[config.mk]
export PLATFORM = sky130hd
export DESIGN_NAME = clk_sync_div
export DESIGN_NICKNAME = d
export VERILOG_FILES = /design/src/rtl/clk_sync_pkg.sv /design/src/rtl/cs_edge_det.sv /design/src/rtl/cs_phase_cmp.sv /design/src/rtl/cs_divider.sv /design/src/rtl/clk_sync_div.sv
export SDC_FILE = /design/constraint.sdc
export NUM_CORES = 1
export LEC_CHECK = 0
export CAP_MARGIN = 20
export CORE_AREA = 2 2 39 41
export CTS_CLUSTER_DIAMETER = 40
export DETAILED_ROUTE_END_ITERATION = 6
export DIE_AREA = 0 0 41 43
export DONT_BUFFER_PORTS = 1
export SYNTH_ARGS = -nofsm -noshare
export SYNTH_HDL_FRONTEND = slang
export SYNTH_SLANG_ARGS = --single-unit
[constraint.sdc]
create_clock -name clk_fast -period 1.7 [get_ports clk_fast]
set_input_delay 0.17 -clock clk_fast [delete_from_list [all_inputs] [get_ports clk_fast]]
set_output_delay 0.17 -clock clk_fast [all_outputs]
set_load 0.01 [all_outputs]
[src/rtl/clk_sync_pkg.sv]
package clk_sync_pkg;
  typedef enum logic [1:0] {
    CORR_NONE    = 2'd0,
    CORR_DELAY   = 2'd1,
    CORR_ADVANCE = 2'd2
  } corr_e;
endpackage

[src/rtl/cs_edge_det.sv]
module cs_edge_det (
  input  logic clk_fast,
  input  logic rst_n,
  input  logic rx_line,
  output logic rx_prev,
  output logic edge_seen
);
  always_ff @(posedge clk_fast or negedge rst_n) begin
    if (!rst_n) rx_prev <= 1'b0;
    else        rx_prev <= rx_line;
  end

  assign edge_seen = rx_line ^ rx_prev;
endmodule

[src/rtl/cs_phase_cmp.sv]
module cs_phase_cmp
  import clk_sync_pkg::*;
#(
  parameter int DIV_LOG2 = 5
) (
  input  logic                clk_fast,
  input  logic                rst_n,
  input  logic                edge_seen,
  input  logic                div_hold,
  input  logic                wrap,
  input  logic [DIV_LOG2-1:0] phase,
  output corr_e               corr,
  output logic                adv_pulse,
  output logic                dly_pulse,
  output logic                lag_sense
);
  localparam int N    = 1 << DIV_LOG2;
  localparam int HALF = N / 2;

  logic done;

  always_comb begin
    corr = CORR_NONE;
    if (!div_hold && edge_seen && !done) begin
      if (phase < DIV_LOG2'(HALF)) corr = CORR_DELAY;
      else                         corr = CORR_ADVANCE;
    end
  end

  always_ff @(posedge clk_fast or negedge rst_n) begin
    if (!rst_n) begin
      done      <= 1'b0;
      adv_pulse <= 1'b0;
      dly_pulse <= 1'b0;
      lag_sense <= 1'b0;
    end else if (div_hold) begin
      done      <= 1'b0;
      adv_pulse <= 1'b0;
      dly_pulse <= 1'b0;
    end else begin
      adv_pulse <= (corr == CORR_ADVANCE);
      dly_pulse <= (corr == CORR_DELAY);
      if (corr != CORR_NONE) begin
        done      <= 1'b1;
        lag_sense <= (corr == CORR_ADVANCE);
      end else if (wrap) begin
        done <= 1'b0;
      end
    end
  end
endmodule

[src/rtl/cs_divider.sv]
module cs_divider
  import clk_sync_pkg::*;
#(
  parameter int DIV_LOG2 = 5
) (
  input  logic                clk_fast,
  input  logic                rst_n,
  input  logic                div_hold,
  input  corr_e               corr,
  output logic [DIV_LOG2-1:0] count,
  output logic                wrap
);
  localparam logic [DIV_LOG2-1:0] CNT_MAX = '1;

  always_ff @(posedge clk_fast or negedge rst_n) begin
    if (!rst_n) begin
      count <= '0;
    end else if (div_hold) begin
      count <= '0;
    end else begin
      unique case (corr)
        CORR_DELAY:   count <= count;
        CORR_ADVANCE: count <= count + DIV_LOG2'(2);
        default:      count <= count + DIV_LOG2'(1);
      endcase
    end
  end

  assign wrap = !div_hold && (corr == CORR_NONE) && (count == CNT_MAX);
endmodule

[src/rtl/clk_sync_div.sv]
module clk_sync_div
  import clk_sync_pkg::*;
#(
  parameter int DIV_LOG2 = 5
) (
  input  logic clk_fast,
  input  logic rst_n,
  input  logic rx_line,
  input  logic div_hold,
  output logic loc_clk,
  output logic adv_pulse,
  output logic dly_pulse,
  output logic lag_sense
);
  logic                rx_prev;
  logic                edge_seen;
  logic                wrap;
  logic [DIV_LOG2-1:0] count;
  corr_e               corr;

  cs_edge_det u_edge (
    .clk_fast  (clk_fast),
    .rst_n     (rst_n),
    .rx_line   (rx_line),
    .rx_prev   (rx_prev),
    .edge_seen (edge_seen)
  );

  cs_phase_cmp #(.DIV_LOG2(DIV_LOG2)) u_cmp (
    .clk_fast  (clk_fast),
    .rst_n     (rst_n),
    .edge_seen (edge_seen),
    .div_hold  (div_hold),
    .wrap      (wrap),
    .phase     (count),
    .corr      (corr),
    .adv_pulse (adv_pulse),
    .dly_pulse (dly_pulse),
    .lag_sense (lag_sense)
  );

  cs_divider #(.DIV_LOG2(DIV_LOG2)) u_div (
    .clk_fast (clk_fast),
    .rst_n    (rst_n),
    .div_hold (div_hold),
    .corr     (corr),
    .count    (count),
    .wrap     (wrap)
  );

  assign loc_clk = count[DIV_LOG2-1];
endmodule

==> results.cfg <==
[global_routing]
grt_pass1_wl_um = 1590
grt_overflow = 0
track_usage_pct = 14.1
grt_max_degree = 11
antenna_found_initial = 0
grt_pass1_vias = 326

[detailed_routing]
firstDrtPassIters = 4
wire_per_inst_um = 13.3
first_iter_violations = 7
drc_errors = 0
routed-via-count = 359
ant_nets = 0
via_per_inst = 5.20
wirelength_um = 915

[sta]
period_share_pct = 80.9
min_period_ns = 1.37
rsz0062_at_grt = false
setup_violations = 0
slew_violations = 0
finalSetupTns_ns = 0
hold_viol = 0
slew_headroom_pct = 70.1
max_freq_ghz = 0.727
tightestPinTransition_ns = 0.446
skew_ns = 0.00869

[synth]
postSynthCellCount = 47
yosysSeqAreaShare_pct = 50.4
synth_edf_count = 0
synthesis.area_um2 = 497
yosysTopAreaCell = dfrtp_1
synthTopCellsByCount = dfrtp_1 (10), nand2_1 (4)
yosysWarnings = 0
synth_ff_type = dfrtp_1
postSynthAreaPerCell_um2 = 10.6
ys_types = 23
synth_seq_cells = 10
synthTopCellsByArea = dfrtp_1 (50%), ha_1 (7.6%), xnor2_1 (5.3%), nand2b_1 (3.8%), o21ai_0 (3.0%)
syn-num-nets = 54
yosysTopAreaCellShare_pct = 50.4
asyncSetResetFlopFracSynth_pct = 100
yosysMostFrequentCell = dfrtp_1

[power]
power_density_mw_per_mm2 = 967
p_comb_share_pct = 12.8
power_uw = 559
swShare_pct = 25.2
leakagePower_uw = 0.000259
switchingPower_uw = 141
p_clk_share_pct = 38.4
p_int_uw = 418
ir_worst_vdd_v = 0.000382
power_frac_seq_pct = 48.7

[clock_tree]
tritoncts = yes
cts_made_buffers = 3
cts_resized = 0
htreeDepth = 1
cts.sinks = 10
cts-root-buf = clkbuf_4
clock_path_buffers = 2
clk_latency_ns = 0.27
clk_pin_slew_worst_paths_ns = 0.07

[die]
die-width_um = 41
die-area_mm2 = 0.00176
start_util_pct = 35.9
io_pins = 8
core_area_mm2 = 0.00138
die_h_um = 43
rows = 14

[status]
status = finished, final reports clean

[layout]
layout.nets = 61
syn2layout_area_growth_pct = 16.4
drive_gt1_share_pct = 13.2
num_antenna_cells = 0

[place]
place_congestion = 0.719
dp_hpwl_um = 617
io_buffer_count = 0

[worst_setup_path]
end_kind = register
worstPathArrival_ns = 1.54
worstPathMaxFanout = 4
cp.required_ns = 1.86
path_class = reg -> reg
cp-start-kind = register

[hold_path]
hold_path.class = in -> reg

[job]
max_cap_violations = 0
[worst max-delay path: stages (launching register included)]
cell	delay, ns
dfrtp_1	0.37
xnor2_1	0.16
nor2_2	0.17
mux2i_1	0.22
mux2_2	0.34
[cells by family after synthesis]
| family | count (synthesis) | synth area share [%] |
|---|---|---|
| xor+xnor | 3 | 5.29 |
| simple gates | 18 | 19.1 |
| mux | 2 | 4.28 |
| buf+inv | 3 | 3.78 |
| fa+ha+maj | 3 | 7.56 |
| flops | 10 | 50.4 |
| compound gates | 8 | 9.57 |
[final cells by class]
type                    instances  area (um^2)
well taps                      16         20.0
repair buffers                  4         40.0
fillers                       139          806
inverters                       1         3.75
multi-input cells              34          228
clock buffers                   4         36.3
flip-flops and latches         10          250
[cells in the final DEF (no fill, tap or decap)]
master and n:
nand2_1 4, nor3_1 1, o22a_1 1, inv_1 1, nor3_2 1, mux2i_1 1
clkbuf_8 1, a211oi_1 1, nor2_2 1, clkbuf_4 3, nor2b_1 1, dlygate4sd3_1 4
nand2b_1 3, or2_1 1, ha_1 3, nor2_1 3, o21ai_0 3, and3_1 1
a21oi_1 2, mux2_2 1, xnor2_1 3, nand3_1 2, o22ai_1 1, dfrtp_1 10
[path summary, 6_finish.rpt]
kind,startpoint,end,slack (ns),depth (start not counted)
min reg2reg,u_cmp.lag_sense,u_cmp.lag_sense,0.60,2
min in group asynchronous,rst_n,u_cmp.dly_pulse,0.28,1
max reg2reg,u_edge.rx_prev,u_div.count[3],0.33,4
max in group asynchronous,rst_n,u_edge.rx_prev,1.11,1
min,div_hold,u_cmp.lag_sense,0.08,2
max,u_edge.rx_prev,u_div.count[3],0.33,4
[sequential cells by signal, summed over array words and instances, names as in the netlist]
signal,count
u_div.count,5
u_cmp.lag_sense,1
u_cmp.dly_pulse,1
u_cmp.adv_pulse,1
u_cmp.done,1
u_edge.rx_prev,1
[repair_timing]
item	in CTS	in global routing
endpoints found under the hold margin	17	1
setup buffers	0	0
hold buffers	3	1
setup endpoints to repair	0	0
[layer usage]
metal | vias to the layer above | routed length (um) | GRT usage, %
met5 | - | 0 | 0
met4 | 0 | 33 | 12.0
met3 | 4 | 22 | 3.14
met2 | 6 | 442 | 17.8
met1 | 175 | 416 | 19.3
li1 | 174 | - | -
[power groups by stage]
stage                     combinational [uW]  clock, uW  sequential, uW
after floorplan                         57.4          0             272
after global placement                  56.0          0             276
after detailed placement                56.5          0             277
after CTS                               70.0        219             272
after global routing                    84.3        238             275
final                                   71.8        215             272
[per-stage QoR]
stage	setup WS, ns	area (um^2)	hold slack (ns)	util, %	std cells
floorplan	0.390	497	-0.126	-	47
finish	0.325	578	0.0807	41.8	69
CTS	0.311	568	0.00114	41.0	68
global placement	0.353	502	-0.125	36.3	61
detailed placement	0.307	502	-0.125	36.3	61
global route	0.216	578	0.0751	41.8	69
(Power assumes the default switching activity.)
